**src/rtl/aclr_pkg.sv**
```systemverilog
package aclr_pkg;
  typedef enum logic [2:0] {
    ST_IDLE,
    ST_RD_REQ,
    ST_RD_WAIT,
    ST_WR_REQ,
    ST_WR_WAIT,
    ST_FIN
  } aclr_state_e;

  typedef struct packed {
    logic       match;
    logic       wide;
    logic       acq;
    logic       rel;
    logic       alias_st;
    logic       wb_en;
    logic       use_sp;
    logic [4:0] rs;
    logic [4:0] rn;
    logic [4:0] rt;
  } aclr_dec_t;
endpackage

```
**src/rtl/aclr_decode.sv**
```systemverilog
module aclr_decode
  import aclr_pkg::*;
(
  input  logic [31:0] instr_i,
  output aclr_dec_t   dec_o
);
  localparam logic [5:0] FIX_HI  = 6'b111000;
  localparam logic [5:0] FIX_MID = 6'b000100;
  localparam logic [4:0] ZERO_REG = 5'd31;

  logic rt_zero;
  logic hit;

  assign rt_zero = (instr_i[4:0] == ZERO_REG);
  assign hit = instr_i[31] && (instr_i[29:24] == FIX_HI) && instr_i[21] &&
               (instr_i[15:10] == FIX_MID);

  always_comb begin
    dec_o.match    = hit;
    dec_o.wide     = instr_i[30];
    dec_o.acq      = instr_i[23] && !rt_zero;  // acquire dropped for zero destination
    dec_o.rel      = instr_i[22];
    dec_o.alias_st = hit && !instr_i[23] && rt_zero;
    dec_o.wb_en    = !rt_zero;
    dec_o.use_sp   = (instr_i[9:5] == ZERO_REG);
    dec_o.rs       = instr_i[20:16];
    dec_o.rn       = instr_i[9:5];
    dec_o.rt       = instr_i[4:0];
  end
endmodule

```
**src/rtl/aclr_addr_chk.sv**
```systemverilog
module aclr_addr_chk #(
  parameter int ADDR_W       = 64,
  parameter int SP_ALIGN     = 16,
  parameter int NARROW_BYTES = 4,
  parameter int WIDE_BYTES   = 8
) (
  input  logic              use_sp_i,
  input  logic              wide_i,
  input  logic [ADDR_W-1:0] sp_i,
  input  logic [ADDR_W-1:0] base_i,
  output logic [ADDR_W-1:0] addr_o,
  output logic              sp_fault_o,
  output logic              nat_fault_o
);
  localparam int SP_LSB = $clog2(SP_ALIGN);
  localparam int N_LSB  = $clog2(NARROW_BYTES);
  localparam int W_LSB  = $clog2(WIDE_BYTES);

  assign addr_o = use_sp_i ? sp_i : base_i;

  generate
    if (SP_LSB == 0) begin : g_no_sp_chk
      assign sp_fault_o = 1'b0;
    end else begin : g_sp_chk
      assign sp_fault_o = use_sp_i && (|sp_i[SP_LSB-1:0]);
    end
  endgenerate

  assign nat_fault_o = wide_i ? (|addr_o[W_LSB-1:0]) : (|addr_o[N_LSB-1:0]);
endmodule

```
**src/rtl/aclr_seq.sv**
```systemverilog
module aclr_seq
  import aclr_pkg::*;
#(
  parameter int DATA_W = 64,
  parameter int ADDR_W = 64
) (
  input  logic              clk_i,
  input  logic              rst_ni,
  input  logic              start_i,
  input  logic              match_i,
  input  logic              wide_i,
  input  logic              acq_i,
  input  logic              rel_i,
  input  logic              alias_i,
  input  logic              wb_en_i,
  input  logic [4:0]        rt_i,
  input  logic              sp_fault_i,
  input  logic              nat_fault_i,
  input  logic [ADDR_W-1:0] addr_i,
  input  logic [DATA_W-1:0] rs_data_i,
  output logic              busy_o,
  output logic              done_o,
  output logic              fault_o,
  output logic              illegal_o,
  output logic              alias_o,
  output logic              mem_req_o,
  output logic              mem_we_o,
  output logic              mem_lock_o,
  output logic              mem_acq_o,
  output logic              mem_rel_o,
  output logic              mem_wide_o,
  output logic [ADDR_W-1:0] mem_addr_o,
  output logic [DATA_W-1:0] mem_wdata_o,
  input  logic              mem_ready_i,
  input  logic              mem_rvalid_i,
  input  logic [DATA_W-1:0] mem_rdata_i,
  output logic              wb_valid_o,
  output logic [4:0]        wb_idx_o,
  output logic [DATA_W-1:0] wb_data_o
);
  localparam int HALF_W = DATA_W / 2;

  aclr_state_e state_q, state_d;
  logic [ADDR_W-1:0] addr_q;
  logic [DATA_W-1:0] opnd_q, old_q;
  logic wide_q, acq_q, rel_q, wb_en_q, alias_q, fault_q, illegal_q;
  logic [4:0] rt_q;
  logic accept, bad;

  function automatic logic [DATA_W-1:0] fit(input logic [DATA_W-1:0] v, input logic wide);
    fit = wide ? v : {{HALF_W{1'b0}}, v[HALF_W-1:0]};
  endfunction

  assign accept = (state_q == ST_IDLE) && start_i;
  assign bad    = !match_i || sp_fault_i || nat_fault_i;

  always_comb begin
    state_d = state_q;
    unique case (state_q)
      ST_IDLE:    if (start_i) state_d = bad ? ST_FIN : ST_RD_REQ;
      ST_RD_REQ:  if (mem_ready_i) state_d = ST_RD_WAIT;
      ST_RD_WAIT: if (mem_rvalid_i) state_d = ST_WR_REQ;
      ST_WR_REQ:  if (mem_ready_i) state_d = ST_WR_WAIT;
      ST_WR_WAIT: if (mem_rvalid_i) state_d = ST_FIN;
      ST_FIN:     state_d = ST_IDLE;
      default:    state_d = ST_IDLE;
    endcase
  end

  always_ff @(posedge clk_i or negedge rst_ni) begin
    if (!rst_ni) begin
      state_q   <= ST_IDLE;
      addr_q    <= '0;
      opnd_q    <= '0;
      old_q     <= '0;
      wide_q    <= 1'b0;
      acq_q     <= 1'b0;
      rel_q     <= 1'b0;
      wb_en_q   <= 1'b0;
      alias_q   <= 1'b0;
      fault_q   <= 1'b0;
      illegal_q <= 1'b0;
      rt_q      <= '0;
    end else begin
      state_q <= state_d;
      if (accept) begin
        addr_q    <= addr_i;
        opnd_q    <= fit(rs_data_i, wide_i);
        wide_q    <= wide_i;
        acq_q     <= acq_i;
        rel_q     <= rel_i;
        wb_en_q   <= wb_en_i;
        alias_q   <= alias_i;
        rt_q      <= rt_i;
        illegal_q <= !match_i;
        fault_q   <= match_i && (sp_fault_i || nat_fault_i);
      end
      if ((state_q == ST_RD_WAIT) && mem_rvalid_i) old_q <= fit(mem_rdata_i, wide_q);
    end
  end

  assign busy_o      = (state_q != ST_IDLE);
  assign done_o      = (state_q == ST_FIN);
  assign fault_o     = done_o && fault_q;
  assign illegal_o   = done_o && illegal_q;
  assign alias_o     = done_o && alias_q && !illegal_q;
  assign mem_req_o   = (state_q == ST_RD_REQ) || (state_q == ST_WR_REQ);
  assign mem_we_o    = (state_q == ST_WR_REQ);
  assign mem_lock_o  = (state_q == ST_RD_REQ) || (state_q == ST_RD_WAIT) ||
                       (state_q == ST_WR_REQ) || (state_q == ST_WR_WAIT);
  assign mem_acq_o   = (state_q == ST_RD_REQ) && acq_q;
  assign mem_rel_o   = (state_q == ST_WR_REQ) && rel_q;
  assign mem_wide_o  = wide_q;
  assign mem_addr_o  = addr_q;
  assign mem_wdata_o = old_q & ~opnd_q;
  assign wb_valid_o  = done_o && wb_en_q && !fault_q && !illegal_q;
  assign wb_idx_o    = rt_q;
  assign wb_data_o   = old_q;

  p_req_lock_r2: assert property (@(posedge clk_i) disable iff (!rst_ni)
    mem_req_o |-> mem_lock_o);
  p_req_stable_r2: assert property (@(posedge clk_i) disable iff (!rst_ni)
    (mem_req_o && !mem_ready_i) |=> (mem_req_o && $stable(mem_addr_o) && $stable(mem_we_o)));
  p_acq_read_r5: assert property (@(posedge clk_i) disable iff (!rst_ni)
    mem_acq_o |-> (mem_req_o && !mem_we_o));
  p_rel_write_r6: assert property (@(posedge clk_i) disable iff (!rst_ni)
    mem_rel_o |-> (mem_req_o && mem_we_o));
  p_wb_done_r4: assert property (@(posedge clk_i) disable iff (!rst_ni)
    wb_valid_o |-> done_o);
  p_done_pulse_r10: assert property (@(posedge clk_i) disable iff (!rst_ni)
    done_o |=> !done_o);
  p_illegal_nowb_r1: assert property (@(posedge clk_i) disable iff (!rst_ni)
    illegal_o |-> (!wb_valid_o && !fault_o));
  p_busy_start_r12: assert property (@(posedge clk_i) disable iff (!rst_ni)
    $rose(busy_o) |-> $past(start_i));
endmodule

```
**src/rtl/atomic_bitclr_unit.sv**
```systemverilog
module atomic_bitclr_unit
  import aclr_pkg::*;
#(
  parameter int DATA_W   = 64,
  parameter int ADDR_W   = 64,
  parameter int SP_ALIGN = 16
) (
  input  logic              clk_i,
  input  logic              rst_ni,
  input  logic              start_i,
  input  logic [31:0]       instr_i,
  output logic              busy_o,
  output logic              done_o,
  output logic              fault_o,
  output logic              illegal_o,
  output logic              alias_o,
  output logic [4:0]        rs_idx_o,
  output logic [4:0]        rn_idx_o,
  input  logic [DATA_W-1:0] rs_data_i,
  input  logic [ADDR_W-1:0] rn_data_i,
  input  logic [ADDR_W-1:0] sp_i,
  output logic              mem_req_o,
  output logic              mem_we_o,
  output logic              mem_lock_o,
  output logic              mem_acq_o,
  output logic              mem_rel_o,
  output logic              mem_wide_o,
  output logic [ADDR_W-1:0] mem_addr_o,
  output logic [DATA_W-1:0] mem_wdata_o,
  input  logic              mem_ready_i,
  input  logic              mem_rvalid_i,
  input  logic [DATA_W-1:0] mem_rdata_i,
  output logic              wb_valid_o,
  output logic [4:0]        wb_idx_o,
  output logic [DATA_W-1:0] wb_data_o
);
  localparam int NARROW_BYTES = DATA_W / 16;
  localparam int WIDE_BYTES   = DATA_W / 8;

  aclr_dec_t         dec;
  logic [ADDR_W-1:0] addr;
  logic              sp_fault, nat_fault;

  aclr_decode u_dec (
    .instr_i (instr_i),
    .dec_o   (dec)
  );

  // register-file read indexes follow the instruction word directly
  assign rs_idx_o = dec.rs;
  assign rn_idx_o = dec.rn;

  aclr_addr_chk #(
    .ADDR_W       (ADDR_W),
    .SP_ALIGN     (SP_ALIGN),
    .NARROW_BYTES (NARROW_BYTES),
    .WIDE_BYTES   (WIDE_BYTES)
  ) u_chk (
    .use_sp_i    (dec.use_sp),
    .wide_i      (dec.wide),
    .sp_i        (sp_i),
    .base_i      (rn_data_i),
    .addr_o      (addr),
    .sp_fault_o  (sp_fault),
    .nat_fault_o (nat_fault)
  );

  aclr_seq #(
    .DATA_W (DATA_W),
    .ADDR_W (ADDR_W)
  ) u_seq (
    .clk_i        (clk_i),
    .rst_ni       (rst_ni),
    .start_i      (start_i),
    .match_i      (dec.match),
    .wide_i       (dec.wide),
    .acq_i        (dec.acq),
    .rel_i        (dec.rel),
    .alias_i      (dec.alias_st),
    .wb_en_i      (dec.wb_en),
    .rt_i         (dec.rt),
    .sp_fault_i   (sp_fault),
    .nat_fault_i  (nat_fault),
    .addr_i       (addr),
    .rs_data_i    (rs_data_i),
    .busy_o       (busy_o),
    .done_o       (done_o),
    .fault_o      (fault_o),
    .illegal_o    (illegal_o),
    .alias_o      (alias_o),
    .mem_req_o    (mem_req_o),
    .mem_we_o     (mem_we_o),
    .mem_lock_o   (mem_lock_o),
    .mem_acq_o    (mem_acq_o),
    .mem_rel_o    (mem_rel_o),
    .mem_wide_o   (mem_wide_o),
    .mem_addr_o   (mem_addr_o),
    .mem_wdata_o  (mem_wdata_o),
    .mem_ready_i  (mem_ready_i),
    .mem_rvalid_i (mem_rvalid_i),
    .mem_rdata_i  (mem_rdata_i),
    .wb_valid_o   (wb_valid_o),
    .wb_idx_o     (wb_idx_o),
    .wb_data_o    (wb_data_o)
  );
endmodule

```
**config.mk**
```make
export PLATFORM = sky130hd
export DESIGN_NAME = atomic_bitclr_unit
export DESIGN_NICKNAME = d
export VERILOG_FILES = /design/src/rtl/aclr_pkg.sv /design/src/rtl/aclr_decode.sv /design/src/rtl/aclr_addr_chk.sv /design/src/rtl/aclr_seq.sv /design/src/rtl/atomic_bitclr_unit.sv
export SDC_FILE = /design/constraint.sdc
export NUM_CORES = 1
export LEC_CHECK = 0
export BUFFER_PORTS_ARGS = -buffer_cell sky130_fd_sc_hd__buf_2
export CORE_AREA = 2 2 199 201
export DETAILED_ROUTE_END_ITERATION = 8
export DIE_AREA = 0 0 201 203
export RECOVER_POWER = 100
export SLEW_MARGIN = 10
export SYNTH_ARGS = -nofsm -noshare
export SYNTH_HDL_FRONTEND = slang
export SYNTH_HIERARCHICAL = 1
export SYNTH_SLANG_ARGS = --single-unit
export TNS_END_PERCENT = 50
```
**constraint.sdc**
```tcl
create_clock -name clk_i -period 3.8 [get_ports clk_i]
set_input_delay 0.38 -clock clk_i [delete_from_list [all_inputs] [get_ports clk_i]]
set_output_delay 0.38 -clock clk_i [all_outputs]
set_load 0.03 [all_outputs]
```
==> impl_metrics.tcl <==
set metrics [dict create \
    status "complete, but fails checks" \
    violations "max-capacitance violations, max-slew violations" \
    syn2layout_area_growth_pct 34.55 \
    synth-seq-cells 207 \
    io_pins 512 \
    clk_latency_ns 0.52 \
    vias 8425 \
    layout_min_cycle_time_ns 2.878 \
    internal_power_mw 5.818 \
    endpoint "u_seq/opnd_q[63]" \
    cts_buffers 25 \
    ys_types 34 \
    max_freq_ghz 0.3475 \
    place_area_um2 12320 \
    cp-start-kind "flip-flop" \
    p_seq_frac 0.353 \
    grt_max_degree 139 \
    holdWs_ns 0.05319 \
    critPathMaxFanout 138 \
    dr.pass1.iters 4 \
    arrival_ns 3.32 \
    rrSetupSlack_ns 0.92 \
    antenna_found_initial 1 \
    dp_hpwl_um 22430 \
    timing.critical_path.required_ns 4.24 \
    r2r-start "u_seq/state_q[1]" \
    r2r_end "u_seq/opnd_q[63]" \
    synth.yosys.seq_area_share 0.5459 \
    switching_power_mw 5.233 \
    synthTopCellsByArea "dfrtp_1, nand2_1, mux2_2" \
    tns_ns 0 \
    insertedDiodeCount 0 \
    setup_viol 0 \
    fin_crit_sh 0.7573 \
    power_mw 11.05 \
    synth_top_cell_by_area "dfrtp_1" \
    path_class "reg2reg" \
    gr-total-overflow 0 \
    finalHoldViolations 0 \
    tightestPinTransition_ns 2.468 \
    synth_warnings 6 \
    syn-cell-area_um2 9489 \
    final_nets 1758 \
    die_h_um 203 \
    cts_max_path_buffers 3 \
    ant_nets 0 \
    cp-end-kind "flip-flop" \
    chipWidth_um 201 \
    drv_slew 313 \
    placementRows 72 \
    leakage_nw 6.430 \
    dieArea_um2 40800 \
    p_comb_frac 0.443 \
    max_slew_margin -0.6455 \
    synth.avg_cell_area_um2 9.442 \
    final_cells 2000 \
    cap_violations 3 \
    floorplan.initialDensity 0.2467 \
    grt_pass1_wl_um 47060 \
    cts.sinks 207 \
    wl_um 30270 \
    synth_cells 1005 \
    htreeDepth 1 \
    drt_iter0_drc 292 \
    synth_top_area_share 0.5459 \
    switching_share 0.4735 \
    cts_tree "built" \
    grt_pass1_vias 8556 \
    p_per_area_nw_per_um2 865.6 \
    min_from "rs_data_i[9]" \
    syn_nets 1298 \
    cts_root_buf "clkbuf_16" \
    fin_area_um2 12770 \
    drive_gt1_frac 0.2928 \
    vias_per_cell 4.213 \
    io_buffers 501 \
    dp.cells 1955 \
    cp-startpoint "u_seq/state_q[1]" \
    rr_worst_depth 4 \
    drc 0 \
    clkTransAtPathRegs_ns 0.06 \
    wire_per_inst_um 15.13 \
    hold_path.class "in2reg" \
    core_area_um2 38470 \
    irDropWorstVdd_mv 0.4985 \
    clock_skew_ns 0.01251 \
    pwr-share-clk 0.204 \
    rsz0062_at_grt "false" \
    gp_congestion 0.8815 \
    gr-usage-all-layers 0.1438 \
]
[routing by layer]
metal,global-route usage,share of wire
met2,0.2417,0.47
met3,0.03708,0.076
met1,0.1796,0.42
met4,0.04841,0.032
met5,0,0
[what timing repair did]
item	in CTS	in global routing
buffers inserted	0	0
hold buffers	1	0
endpoints found under the hold margin	92	0
gates resized for setup	0	0
[metrics by stage]
step	util	setup WS, ns
after CTS	0.3404	1.253
after global placement	0.3202	1.589
after detailed placement	0.3202	1.522
final	0.3319	0.9221
after global routing	0.3319	0.5919
after floorplan	-	1.446
[sequential cells by signal, indices dropped and copies added, names as in the netlist]
| signal | flops |
|---|---|
| u_seq/fault_q | 1 |
| u_seq/opnd_q | 64 |
| u_seq/rel_q | 1 |
| u_seq/acq_q | 1 |
| u_seq/mem_wide_o | 1 |
| u_seq/wb_idx_o | 5 |
| u_seq/wb_data_o | 64 |
| u_seq/illegal_q | 1 |
| u_seq/alias_q | 1 |
| u_seq/state_q | 3 |
| u_seq/mem_addr_o | 64 |
| u_seq/wb_en_q | 1 |
[cell type report]
class | instances | area, µm²
Multi-Input combinational cell | 718 | 3815
Clock inverter | 9 | 73.82
Clock buffer | 35 | 693.2
Timing Repair Buffer | 511 | 2350
Sequential cell | 207 | 5180
Tap cell | 518 | 648.1
Inverter | 2 | 7.507
Fill cell | 4172 | 25700
[cells in the final DEF (no fill, tap or decap), types with 2 or more instances in the layout]
| cell | synthesis | final |
|---|---|---|
| clkbuf_8 | 0 | 3 |
| buf_2 | 19 | 287 |
| clkbuf_2 | 0 | 2 |
| nor2_1 | 4 | 4 |
| clkinv_2 | 0 | 7 |
| a211o_1 | 2 | 2 |
| nor2b_1 | 65 | 65 |
| and3_1 | 2 | 2 |
| nand2b_1 | 2 | 2 |
| clkbuf_16 | 0 | 25 |
| buf_12 | 0 | 3 |
| buf_4 | 24 | 3 |
| clkbuf_1 | 23 | 221 |
| dfrtp_1 | 207 | 207 |
| inv_1 | 2 | 2 |
| nor4b_1 | 4 | 5 |
| o21ai_0 | 36 | 36 |
| nand2_1 | 451 | 451 |
| mux2_2 | 95 | 95 |
| and2_1 | 5 | 5 |
| nand3_1 | 35 | 35 |
[cells by family after synthesis]
kind of cell | Yosys count | share of synthesized area
xor+xnor | 1 | 0.0009232
compound gates | 41 | 0.02347
flops | 207 | 0.5459
simple gates | 579 | 0.2620
buf+inv | 80 | 0.05235
mux | 97 | 0.1154
[power groups by stage]
stage | clock network, mW | registers (mW) | logic, mW
floorplan | 0 | 5.00 | 2.40
global placement | 0 | 3.90 | 5.16
detailed placement | 0 | 3.92 | 5.24
CTS | 2.35 | 3.90 | 5.25
global route | 2.43 | 4.05 | 5.31
finish | 2.26 | 3.90 | 4.89
[how the worst min path moves through the flow]
stage | to | slack [ns] | cells after the start
after global routing | u_seq/opnd_q[30] | 0.03 | 3
after detailed placement | u_seq/acq_q | 0.46 | 2
final | u_seq/opnd_q[9] | 0.05 | 3
after CTS | u_seq/opnd_q[10] | 0.01 | 3
after global placement | u_seq/opnd_q[38] | 0.45 | 2
after floorplan | u_seq/acq_q | 0.08 | 0
[cell usage after synthesis]
cell type,n
nand3_1,35
mux2i_1,1
and2_1,5
mux2_4,1
mux2_2,95
dfrtp_1,207
or4b_1,1
nor4b_2,2
a22o_1,1
nor4b_1,4
buf_4,24
a21oi_1,1
buf_2,19
inv_1,2
or2_2,1
o21ai_0,36
nor3b_1,1
clkbuf_1,23
or3_1,1
buf_1,1
nor4_2,1
a211o_1,2
nand4_1,1
nor4_1,1
nor2_1,4
xor2_1,1
o41a_1,1
nand2b_1,2
nand2_1,451
nand4bb_1,1
nor2b_1,65
buf_6,11
and3_1,2
and3b_1,1
[worst max-delay path, cell delays in order, from the launching register on]
cell      delay (ns)
dfrtp_1         0.53
nor4b_1         0.39
clkbuf_4        1.24
nand3_1         0.36
nand2_1         0.15
Note: power is estimated with default switching activity, not from simulation.
